===== config.mk =====
export PLATFORM = sky130hd
export DESIGN_NAME = sdram_init_seq
export DESIGN_NICKNAME = d
export VERILOG_FILES = /design/src/rtl/sdram_init_pkg.sv /design/src/rtl/sdram_init_timer.sv /design/src/rtl/sdram_mode_fmt.sv /design/src/rtl/sdram_init_seq.sv
export SDC_FILE = /design/constraint.sdc
export NUM_CORES = 1
export LEC_CHECK = 0
export BUFFER_PORTS_ARGS = -buffer_cell sky130_fd_sc_hd__buf_2
export CAP_MARGIN = 20
export CORE_MARGIN = 5
export CORE_UTILIZATION = 58
export CTS_BUF_LIST = sky130_fd_sc_hd__clkbuf_4
export DETAILED_ROUTE_END_ITERATION = 16
export GPL_TIMING_DRIVEN = 0
export PLACE_DENSITY_LB_ADDON = 0.2
export SETUP_SLACK_MARGIN = 0.3
export SYNTH_ARGS = -nofsm -noshare
export SYNTH_HDL_FRONTEND = slang
export SYNTH_SLANG_ARGS = --single-unit

===== constraint.sdc =====
create_clock -name clk_i -period 3.5 [get_ports clk_i]
set_input_delay 0.35 -clock clk_i [delete_from_list [all_inputs] [get_ports clk_i]]
set_output_delay 0.35 -clock clk_i [all_outputs]
set_load 0.03 [all_outputs]

===== src/rtl/sdram_init_pkg.sv =====
package sdram_init_pkg;

  typedef struct packed {
    logic cs_n;
    logic ras_n;
    logic cas_n;
    logic we_n;
  } cmd_t;

  localparam cmd_t CMD_DESEL = 4'b1111;
  localparam cmd_t CMD_NOP   = 4'b0111;
  localparam cmd_t CMD_PRE   = 4'b0010;
  localparam cmd_t CMD_REF   = 4'b0001;
  localparam cmd_t CMD_MRS   = 4'b0000;

  typedef enum logic [3:0] {
    ST_PAUSE,
    ST_PRE,
    ST_WAIT_RP,
    ST_REF1,
    ST_WAIT_RF1,
    ST_REF2,
    ST_WAIT_RF2,
    ST_MRS,
    ST_WAIT_MRD,
    ST_READY,
    ST_ERROR
  } state_e;

  function automatic logic cas_legal(input logic [2:0] cl);
    return (cl == 3'd2) || (cl == 3'd3);
  endfunction

endpackage


===== src/rtl/sdram_init_timer.sv =====
module sdram_init_timer #(
  parameter int unsigned W       = 8,
  parameter int unsigned RST_VAL = 1
) (
  input  logic         clk_i,
  input  logic         rst_ni,
  input  logic         en_i,
  input  logic         load_i,
  input  logic [W-1:0] load_val_i,
  output logic         done_o
);

  logic [W-1:0] cnt_q;

  always_ff @(posedge clk_i or negedge rst_ni) begin
    if (!rst_ni)             cnt_q <= W'(RST_VAL);
    else if (load_i)         cnt_q <= load_val_i;
    else if (en_i && cnt_q != '0) cnt_q <= cnt_q - 1'b1;
  end

  assign done_o = (cnt_q == '0);

endmodule


===== src/rtl/sdram_mode_fmt.sv =====
module sdram_mode_fmt
  import sdram_init_pkg::*;
#(
  parameter int unsigned ADDR_W = 12
) (
  input  logic [ADDR_W-1:0] cfg_i,
  output logic [ADDR_W-1:0] word_o,
  output logic              legal_o
);

  localparam int unsigned RSV_LO = 10;

  always_comb begin
    word_o = cfg_i;
    for (int i = RSV_LO; i < ADDR_W; i++) word_o[i] = 1'b0;
    word_o[8:7] = 2'b00;  // standard operating mode
  end

  assign legal_o = cas_legal(cfg_i[6:4]);

endmodule


===== src/rtl/sdram_init_seq.sv =====
module sdram_init_seq
  import sdram_init_pkg::*;
#(
  parameter int unsigned ADDR_W    = 12,
  parameter int unsigned BA_W      = 2,
  parameter int unsigned PAUSE_CYC = 10000,
  parameter int unsigned T_RP      = 3,
  parameter int unsigned T_RFC     = 9,
  parameter int unsigned T_MRD     = 2
) (
  input  logic              clk_i,
  input  logic              rst_ni,
  input  logic [ADDR_W-1:0] mode_cfg_i,
  output logic              cke_o,
  output logic              cs_n_o,
  output logic              ras_n_o,
  output logic              cas_n_o,
  output logic              we_n_o,
  output logic [ADDR_W-1:0] addr_o,
  output logic [BA_W-1:0]   ba_o,
  output logic              ready_o,
  output logic              error_o
);

  localparam int unsigned AP_BIT  = 10;
  localparam int unsigned DLY_MAX = (T_RP > T_RFC) ? ((T_RP > T_MRD) ? T_RP : T_MRD)
                                                   : ((T_RFC > T_MRD) ? T_RFC : T_MRD);
  localparam int unsigned MAX_CNT = (PAUSE_CYC > DLY_MAX) ? PAUSE_CYC : DLY_MAX;
  localparam int unsigned CNT_W   = $clog2(MAX_CNT + 1);

  state_e             state_q, state_d;
  logic               cke_q;
  logic               ld;
  logic [CNT_W-1:0]   ld_val;
  logic               done;
  logic [ADDR_W-1:0]  mode_word;
  logic               mode_ok;
  cmd_t               cmd;

  sdram_init_timer #(
    .W      (CNT_W),
    .RST_VAL(PAUSE_CYC - 1)
  ) i_timer (
    .clk_i     (clk_i),
    .rst_ni    (rst_ni),
    .en_i      (cke_q),
    .load_i    (ld),
    .load_val_i(ld_val),
    .done_o    (done)
  );

  sdram_mode_fmt #(
    .ADDR_W(ADDR_W)
  ) i_fmt (
    .cfg_i  (mode_cfg_i),
    .word_o (mode_word),
    .legal_o(mode_ok)
  );

  always_ff @(posedge clk_i or negedge rst_ni) begin
    if (!rst_ni) begin
      state_q <= ST_PAUSE;
      cke_q   <= 1'b0;
    end else begin
      state_q <= state_d;
      cke_q   <= 1'b1;
    end
  end

  // command states load delay-2 so the wait state spans delay-1 cycles
  always_comb begin
    state_d = state_q;
    ld      = 1'b0;
    ld_val  = '0;
    unique case (state_q)
      ST_PAUSE:    if (cke_q && done) state_d = ST_PRE;
      ST_PRE:      begin ld = 1'b1; ld_val = CNT_W'(T_RP - 2);  state_d = ST_WAIT_RP;  end
      ST_WAIT_RP:  if (done) state_d = ST_REF1;
      ST_REF1:     begin ld = 1'b1; ld_val = CNT_W'(T_RFC - 2); state_d = ST_WAIT_RF1; end
      ST_WAIT_RF1: if (done) state_d = ST_REF2;
      ST_REF2:     begin ld = 1'b1; ld_val = CNT_W'(T_RFC - 2); state_d = ST_WAIT_RF2; end
      ST_WAIT_RF2: if (done) state_d = mode_ok ? ST_MRS : ST_ERROR;
      ST_MRS:      begin ld = 1'b1; ld_val = CNT_W'(T_MRD - 2); state_d = ST_WAIT_MRD; end
      ST_WAIT_MRD: if (done) state_d = ST_READY;
      ST_READY:    state_d = ST_READY;
      ST_ERROR:    state_d = ST_ERROR;
      default:     state_d = ST_ERROR;
    endcase
  end

  always_comb begin
    cmd    = CMD_NOP;
    addr_o = '0;
    unique case (state_q)
      ST_PRE:          begin cmd = CMD_PRE; addr_o[AP_BIT] = 1'b1; end
      ST_REF1, ST_REF2: cmd = CMD_REF;
      ST_MRS:          begin cmd = CMD_MRS; addr_o = mode_word; end
      default:         cmd = CMD_NOP;
    endcase
    if (!cke_q) begin
      cmd    = CMD_DESEL;
      addr_o = '0;
    end
  end

  assign cke_o   = cke_q;
  assign cs_n_o  = cmd.cs_n;
  assign ras_n_o = cmd.ras_n;
  assign cas_n_o = cmd.cas_n;
  assign we_n_o  = cmd.we_n;
  assign ba_o    = '0;
  assign ready_o = (state_q == ST_READY);
  assign error_o = (state_q == ST_ERROR);

endmodule


==> results.md, run 1 <==
- Status: finished clean
- Fin Clk Skew: 0.00237 ns
- WL final: 2880 microns
- Distinct cells, synth: 40
- Hpwl dp: 2230 microns
- Power Density: just over 700 nW/um^2
- CTS sink count: 19
- Initial Util: 0.626
- Multi-input gate area: 659 sq um
- Gr usage total: 0.193
- CP arrival: 2.20 ns
- Reg area: 485 sq um
- Largest net degree at the start of global routing: 20
- Crit Path Class: reg2out
- Final period util: 0.727
- Maximum vdd drop: 371 uV
- Slew headroom: 0.536
- Crit. End Element: primary output
- Final Wtd Congestion: 0.804
- Core area: 2000 sq um
- Total grt overflow: 0
- Crit path largest cell delay: 0.42 ns
- Leak pwr: 0.653 nW
- Setup violators final: 0
- DR vias: 1174
- Syn_area_per_cell: 8.76 sq um
- Iter 0 DRT Violations: 22
- Routed Antenna Nets: 0
- Height of the die: approximately 56 microns
- Antenna cells: 0
- Pre-CTS setup slack: 1.27 ns
- Die footprint: 3190 sq um
- Start point of the worst hold path: mode_cfg_i[5]
- PostCTS Resize Cnt: 0
- Max Clk Rate: 393 MHz
- Worst setup startpoint: state_q[0]
- I/O pin count: 35
- Clock-pin slew on the worst setup and hold paths: approximately 0.1 ns
- Max-slew violations: 0
- Clock latency at the later pin of the worst-skew pair: ~0.3 ns
- Post-DR vias/cell: about 5.8
- Worst r2r src: i_timer.cnt_q[0]
- Buffers from clock root to sink, at most: 2
- Worst hold path type: in2reg
- Placed instance count: 199
- Initial antenna violation count: 0
- # DRC: 0
- FF+latch count, synth: 19
- Tmin final: roughly 2.5 ns
- Setup crit start kind: flop
- Global-route wire length before repair: 4950 microns
- Worst path most repeated cell: clkbuf_1
- Synth warn: 0
- CTS buffer count: 3
- Sequential area share after synthesis: 0.388
- Max FO, Critical Path: 10
- Wire length per cell: between 10 and 15 microns
- Setup TNS: 0 ns
- Vias in the first global route: between 1000 and 1500
- Syn-to-layout area delta: 17.1%
- Finished Cell Area: between 1000 and 1500 sq um
- Root Buffer: clkbuf_4
- Layout cell share with drive strength beyond 1: 0.305
- Critical-path cell list: clkbuf_1 -> nor2b_1 -> clkbuf_1 -> clkbuf_1 -> o211ai_1 -> buf_2
- Total Nets Final: 193
- RSZ-0062 raised after global routing: no
- PortBufs: 25
- Final cell count without fillers: 204
- PnR worst setup slack: ~0.95 ns
- Max-cap viol count: 0
- CTS tree: built
- Iteration count of the initial detailed-routing pass: 4
- Worst path required time: 3.15 ns
- Hold WS: 0.488 ns
- Chip width: 56.5 microns
- Post-Syn Area: 1250 sq um
- Placed instance area: 1430 sq um
- Crit path max-delay cell type: clkbuf_1
- # H-tree levels: 1
- Worst slew pin tran: 0.690 ns
- Synth Instances: 143
- # rows: 16
- Filler cells: 180
- Final hold violation count: 0
[power breakdown]
group	internal, mW	switching [mW]
sequential	0.340	0.0958
clock	0.0522	0.0686
combinational	0.222	0.276
[worst max-delay path, delay by kind of cell (launching register included)]
kind                   cells  cell delay (ns)
buffers and inverters      4             1.22
DFF                        1             0.35
and+or+nand+nor            1             0.17
AOI/OAI and AO/OA          1             0.16
[worst paths after layout]
kind | slack, ns | cells after the start | to
hold reg to reg | 0.51 | 2 | i_timer.cnt_q[10]
min in group asynchronous | 0.51 | 2 | i_timer.cnt_q[5]
hold / removal | 0.49 | 4 | state_q[0]
setup / recovery | 0.95 | 6 | cas_n_o
max in group asynchronous | 2.66 | 2 | i_timer.cnt_q[10]
setup reg to reg | 1.24 | 6 | state_q[2]
[flip-flops by register name, indices dropped and copies added (netlist names)]
signal and flops:
state_q 4, cke_o 1, i_timer.cnt_q 14
[cell type report]
type,count,area share
multi-input combinational,106,0.450
sequential,19,0.331
timing repair buffer,26,0.0922
buffer,15,0.0657
tap,27,0.0230
clock buffer,4,0.0205
inverter,7,0.0179
[cell families (layout without fill, tap and decap cells)]
family / after synthesis / after routing / synth area share
buf+inv: 22 / 52 / 0.0979
mux: 1 / 1 / 0.00899
flops: 19 / 19 / 0.388
simple gates: 57 / 57 / 0.273
xor+xnor: 3 / 3 / 0.0210
compound gates: 38 / 38 / 0.196
fa+ha+maj: 1 / 1 / 0.00999
other cells: 2 / 6 / 0.00600
[layer usage]
metal  part of all wire  global-route usage
met1               0.40               0.198
met2               0.52               0.358
met3              0.055              0.0436
met4              0.023              0.0983
met5                  0                   0
[Yosys cell counts (all sizes together)]
| library cell | n | area [sq um] |
|---|---|---|
| a211o | 1 | 8.76 |
| a21o | 2 | 15.0 |
| a21oi | 15 | 75.1 |
| a31oi | 1 | 6.26 |
| a41o | 1 | 10.0 |
| and2 | 10 | 62.6 |
| buf | 10 | 77.6 |
| clkbuf | 5 | 18.8 |
| conb | 2 | 7.51 |
| dfrtp | 11 | 275 |
| dfstp | 8 | 210 |
| ha | 1 | 12.5 |
| inv | 7 | 26.3 |
| mux2 | 1 | 11.3 |
| nand2 | 9 | 33.8 |
| nand2b | 4 | 25.0 |
| nand3 | 4 | 20.0 |
| nor2 | 3 | 11.3 |
| nor2b | 1 | 6.26 |
| nor3 | 5 | 25.0 |
| nor3b | 2 | 15.0 |
| nor4 | 3 | 18.8 |
| nor4bb | 1 | 10.0 |
| o2111ai | 1 | 8.76 |
| o211ai | 2 | 15.0 |
| o21ai | 7 | 35.0 |
| o21bai | 1 | 7.51 |
| o311ai | 1 | 8.76 |
| o31ai | 4 | 30.0 |
| o41ai | 2 | 25.0 |
| or2 | 2 | 12.5 |
| or3 | 6 | 37.5 |
| or4 | 4 | 33.8 |
| or4b | 3 | 30.0 |
| xnor2 | 3 | 26.3 |
[cells in the final DEF (no fill, tap or decap), drive strengths merged, types with 2 or more instances in the layout]
cell    synthesis  routed
dfrtp          11      11
nor3b           2       2
buf            10      35
a21o            2       2
inv             7       7
nand2           9       9
nand3           4       4
or2             2       2
or4             4       4
nand2b          4       4
clkbuf          5       9
a21oi          15      15
xnor2           3       3
o211ai          2       2
conb            2       6
or4b            3       3
nor4            3       3
nor2            3       3
o41ai           2       2
o31ai           4       4
nor3            5       5
dfstp           8       8
o21ai           7       7
or3             6       6
and2           10      10
[through the flow]
step | utilization | power, mW
2_1_floorplan | - | 0.816
6_report | 0.733 | 1.06
5_1_grt | 0.733 | 1.14
3_3_place_gp | 0.713 | 0.899
3_5_place_dp | 0.713 | 0.933
4_1_cts | 0.733 | 1.05
[repair_timing]
item | 4_1_cts | 5_1_grt
buffers inserted | 0 | 0
endpoints found under the setup margin | 0 | 0
hold buffers | 1 | 0
endpoints found under the hold margin | 11 | 0
Power figures use the tool's default switching activity.
==> run 2, diff against run 1 <==
--- a/config.mk
+++ b/config.mk
@@ -8,7 +8,7 @@
 export BUFFER_PORTS_ARGS = -buffer_cell sky130_fd_sc_hd__buf_2
 export CAP_MARGIN = 20
 export CORE_MARGIN = 5
-export CORE_UTILIZATION = 58
+export CORE_UTILIZATION = 53
 export CTS_BUF_LIST = sky130_fd_sc_hd__clkbuf_4
 export DETAILED_ROUTE_END_ITERATION = 16
 export GPL_TIMING_DRIVEN = 0
==> constraint.sdc (replaced) <==
create_clock -name clk_i -period 2.4 [get_ports clk_i]
set_input_delay 0.24 -clock clk_i [delete_from_list [all_inputs] [get_ports clk_i]]
set_output_delay 0.24 -clock clk_i [all_outputs]
set_load 0.03 [all_outputs]
==> results.md, run 2 (same netlist as run 1, synthesis figures left out) <==
- Status: finished clean
- Crit path largest cell delay: 0.50 ns
- Placed instance area: approximately 1400 sq um
- Largest net degree at the start of global routing: 20
- Initial Util: 0.561
- Vias in the first global route: 1124
- Tmin final: 2.11 ns
- PortBufs: 25
- Fin Clk Skew: just under 0.007 ns
- Worst hold path type: in2reg
- CTS buffer count: 3
- Max FO, Critical Path: 7
- Buffers from clock root to sink, at most: 2
- Finished Cell Area: 1620 sq um
- Filler cells: 175
- Routed Antenna Nets: 0
- Total Nets Final: 200
- Crit Path Class: reg2reg
- Leak pwr: a little over 0.7 nW
- CTS tree: built
- Hpwl dp: approximately 2100 microns
- Initial antenna violation count: 0
- Max-slew violations: 0
- Number of flip-flops in the largest register: 14
- RSZ-0062 raised after global routing: yes
- DR vias: 1176
- Final hold violation count: 0
- Worst path depth: 6
- Largest reg by FF count: i_timer.cnt_q
- Crit path max-delay cell type: or4_4
- Pre-CTS setup slack: 0.122 ns
- Global-route wire length before repair: around 4900 microns
- Syn-to-layout area delta: 29.4%
- Max-cap viol count: 0
- Clock-pin slew on the worst setup and hold paths: 0.11 ns
- Root Buffer: clkbuf_4
- PnR worst setup slack: 0.286 ns
- Post-DR vias/cell: 5.55
- Wire length per cell: 14.2 microns
- Multi-input gate area: ~730 sq um
- Antenna cells: 0
- Height of the die: 58.6 microns
- Most common cell after layout, fill and taps aside: buf_2
- CTS sink count: 19
- Final period util: 0.881
- Setup TNS: 0 ns
- Setup violators final: 0
- Worst r2r src: i_timer.cnt_q[4]
- Crit. End Element: flop
- Iteration count of the initial detailed-routing pass: 4
- Maximum vdd drop: 645 uV
- Reg area: ~500 sq um
- R2r worst-path depth: 6
- Setup crit start kind: flop
- # rows: 17
- Clock latency at the later pin of the worst-skew pair: approximately 0.30 ns
- Chip width: 58.6 microns
- Total grt overflow: 0
- Core area: approximately 2200 sq um
- # DRC: 0
- Crit-path leading delay family: simple AND/OR/NAND/NOR gates
- Hold WS: 0.372 ns
- Critical Path End: i_timer.cnt_q[13]
- Worst flop-to-flop path endpoint: i_timer.cnt_q[13]
- Critical-path cell list: buf_6 -> or4_4 -> buf_6 -> or3_4 -> or4_4 -> a21oi_2
- Most frequent cells in the layout: buf_2 (23), a21oi_1 (14), buf_4 (13)
- # H-tree levels: 1
- Reg2reg setup slack: 0.29 ns
- Iter 0 DRT Violations: 40
- I/O pin count: 35
- Final Wtd Congestion: 0.774
- Worst setup startpoint: i_timer.cnt_q[4]
- WL final: 3020 microns
- Worst Path Buf+Inv: 2
- Gr usage total: 0.183
- Start point of the worst hold path: mode_cfg_i[5]
- Power Density: 1070 nW/um^2
- Die footprint: 3440 sq um
- CP arrival: about 2.4 ns
- Max Clk Rate: ~470 MHz
- Layout cell share with drive strength beyond 1: 0.413
- Worst path required time: 2.63 ns
[run 2: cell types whose count changed in the layout (fill, tap and decap cells not counted), moves of 3 or more]
cell and change:
buf_2 -4, buf_4 +7, clkbuf_1 -3, clkbuf_4 +3
or4b_4 +3
[run 2: worst reg2reg max path, stage by stage (launching register included)]
cell and delay [ns]:
dfrtp_1 0.39, buf_6 0.12, or4_4 0.50, buf_6 0.15, or3_4 0.33, or4_4 0.42, a21oi_2 0.14
[run 2: layout make-up]
cell class                 count  area share
tap                           28      0.0216
multi-input combinational    106       0.453
inverter                       7      0.0162
timing repair buffer          33       0.119
sequential                    19       0.301
clock buffer                   3      0.0139
clock inverter                 1     0.00309
buffer                        15      0.0726
[run 2: per-stage QoR]
stage / std cells / utilization / power, mW
after floorplan: 147 / - / 1.19
after global placement: 200 / 0.642 / 1.32
after detailed placement: 200 / 0.642 / 1.36
after CTS: 206 / 0.685 / 1.59
after global routing: 212 / 0.725 / 1.86
final: 212 / 0.725 / 1.73
[run 2: timing repair]
item | in CTS | in global routing
buffers inserted | 1 | 6
endpoints found under the setup margin | 20 | 16
pin swaps | 0 | 3
resized for setup | 14 | 14
endpoints found under the hold margin | 11 | 0
hold buffers | 1 | 0
[run 2: how the worst min path moves through the flow]
stage	cells past startpoint	slack (ns)	end
global route	4	0.39	state_q[0]
floorplan	0	-0.06	cke_o
detailed placement	1	0.20	i_timer.cnt_q[4]
finish	4	0.37	state_q[0]
CTS	4	0.38	state_q[0]
global placement	1	0.19	i_timer.cnt_q[4]
[run 2: routing by layer]
layer / track usage / part of all wire
met3: 0.0351 / 0.040
met5: 0 / 0
met2: 0.325 / 0.53
met4: 0.0712 / 0.0099
met1: 0.217 / 0.42
[run 2: power by group]
group,switching (mW),internal [mW]
logic,0.466,0.446
registers,0.157,0.498
clock network,0.100,0.0621
==> run 3, diff against run 2 <==
--- a/config.mk
+++ b/config.mk
@@ -5,12 +5,12 @@
 export SDC_FILE = /design/constraint.sdc
 export NUM_CORES = 1
 export LEC_CHECK = 0
-export BUFFER_PORTS_ARGS = -buffer_cell sky130_fd_sc_hd__buf_2
 export CAP_MARGIN = 20
 export CORE_MARGIN = 5
-export CORE_UTILIZATION = 53
+export CORE_UTILIZATION = 60
 export CTS_BUF_LIST = sky130_fd_sc_hd__clkbuf_4
 export DETAILED_ROUTE_END_ITERATION = 16
+export DONT_BUFFER_PORTS = 1
 export GPL_TIMING_DRIVEN = 0
 export PLACE_DENSITY_LB_ADDON = 0.2
 export SETUP_SLACK_MARGIN = 0.3
==> results.md, run 3 (same netlist as run 1, synthesis figures left out) <==
- Core area: 1980 sq um
- Tmin final: 2.13 ns
- Clock-pin slew on the worst setup and hold paths: around 0.11 ns
- # rows: 16
- Syn-to-layout area delta: 26.7%
- Die footprint: 3100 sq um
- Total grt overflow: 0
- Wire length per cell: roughly 17 microns
- Antenna cells: 0
- RSZ-0062 raised after global routing: yes
- Iter 0 DRT Violations: 32
- Start point of the worst hold path: mode_cfg_i[5]
- Power Density: 1130 nW/um^2
- # DRC: 0
- Buffers from clock root to sink, at most: 2
- Hold endpoint: state_q[0]
- Setup violators final: 0
- Max Clk Rate: 470 MHz
- Height of the die: 55.7 microns
- Maximum vdd drop: roughly 770 uV
- Iteration count of the initial detailed-routing pass: 4
- Setup crit start kind: flop
- WL final: 3150 microns
- CTS tree: built
- Multi-input gate area: 788 sq um
- Reg area: 488 sq um
- Gr usage total: 0.197
- Max-slew violations: 0
- Crit. End Element: flop
- Root Buffer: clkbuf_4
- Global-route wire length before repair: 5000 microns
- Chip width: around 56 microns
- Crit Path Class: reg2reg
- Final Wtd Congestion: 0.797
- Overall Power: roughly 1.8 mW
- Fin Clk Skew: 0.00270 ns
- # H-tree levels: 1
- Final cell count without fillers: 190
- Setup TNS: 0 ns
- Routed Antenna Nets: 0
- I/O pin count: 35
- Most frequent cells in the layout: buf_4 (16), a21oi_1 (11), dfrtp_1 (9)
- Slew headroom: 0.434
- DR vias: between 1000 and 1500
- Placed instance count: 174
- Worst hold path type: in2reg
- Final hold violation count: 0
- Largest reg by FF count: i_timer.cnt_q
- Worst flop-to-flop path endpoint: i_timer.cnt_q[13]
- Reg2reg setup slack: 0.27 ns
- Filler cells: 128
- Hold-critical path depth: 3
- Layout cell share with drive strength beyond 1: 0.429
- Hpwl dp: 2070 microns
- Worst r2r src: i_timer.cnt_q[4]
- Largest net degree at the start of global routing: 20
- Vias in the first global route: 1108
- CP arrival: ~2.4 ns
- Worst slew pin tran: roughly 0.85 ns
- Worst path required time: 2.64 ns
- R2r worst-path depth: 6
- CTS buffer count: 3
- CTS sink count: 19
- Initial Util: 0.632
- Number of flip-flops in the largest register: 14
- Post-DR vias/cell: 6.05
- Leak pwr: 0.656 nW
- Clock latency at the later pin of the worst-skew pair: roughly 0.30 ns
- Most common cell after layout, fill and taps aside: buf_4
- Final period util: 0.886
- Status: finished clean
- Total Nets Final: approximately 180
- PortBufs: 0
- Max-cap viol count: 0
- Max FO, Critical Path: 8
- Initial antenna violation count: 0
run 3: what timing repair did:
| item | CTS | global route |
|---|---|---|
| setup buffers | 4 | 7 |
| endpoints found under the setup margin | 22 | 21 |
| cloned | 0 | 0 |
| endpoints found under the hold margin | 19 | 0 |
| pin swaps | 2 | 6 |
| hold buffers | 1 | 0 |
| resized for setup | 26 | 29 |
run 3: worst max-delay path by stage:
stage | start | cells past startpoint | end
finish | i_timer.cnt_q[4] | 6 | i_timer.cnt_q[13]
global placement | state_q[0] | 6 | addr_o[9]
detailed placement | state_q[0] | 6 | addr_o[1]
CTS | i_timer.cnt_q[4] | 6 | state_q[2]
global route | i_timer.cnt_q[4] | 6 | i_timer.cnt_q[13]
floorplan | cke_o | 5 | i_timer.cnt_q[13]
run 3: worst max-delay path, stage by stage (launching register included):
cell	delay (ns)
dfrtp_1	0.40
buf_6	0.13
or4_4	0.48
buf_8	0.15
or3_4	0.33
or4_4	0.42
a21oi_2	0.16
run 3: stage by stage:
step	setup slack, ns	cell area [sq um]	hold slack, ns	util
2_1_floorplan	0.305	1270	-0.0556	-
3_3_place_gp	0.143	1310	-0.0551	0.660
3_5_place_dp	0.00443	1310	-0.0551	0.660
4_1_cts	0.237	1460	0.256	0.734
5_1_grt	0.244	1590	0.292	0.801
6_report	0.273	1590	0.248	0.801
run 3: area by class of cell:
cell class              instances  share of cell area
well taps                      27              0.0213
multi-input cells             106               0.497
flip-flops and latches         19               0.308
clock buffers                   4              0.0189
plain buffers                  15              0.0804
repair buffers                 12              0.0584
inverters                       7              0.0166
run 3: where the power goes:
part,internal [mW],switching (mW),total [mW]
combinational,0.459,0.507,0.966
sequential,0.498,0.146,0.644
clock,0.0761,0.0999,0.176
run 3: per-layer routing:
metal | vias up | wire (microns) | track usage
met2 | 48 | 1570 | 0.345
met5 | - | 0 | 0
met1 | 548 | 1300 | 0.242
met4 | 0 | 82 | 0.0451
met3 | 12 | 194 | 0.0510
li1 | 541 | - | -
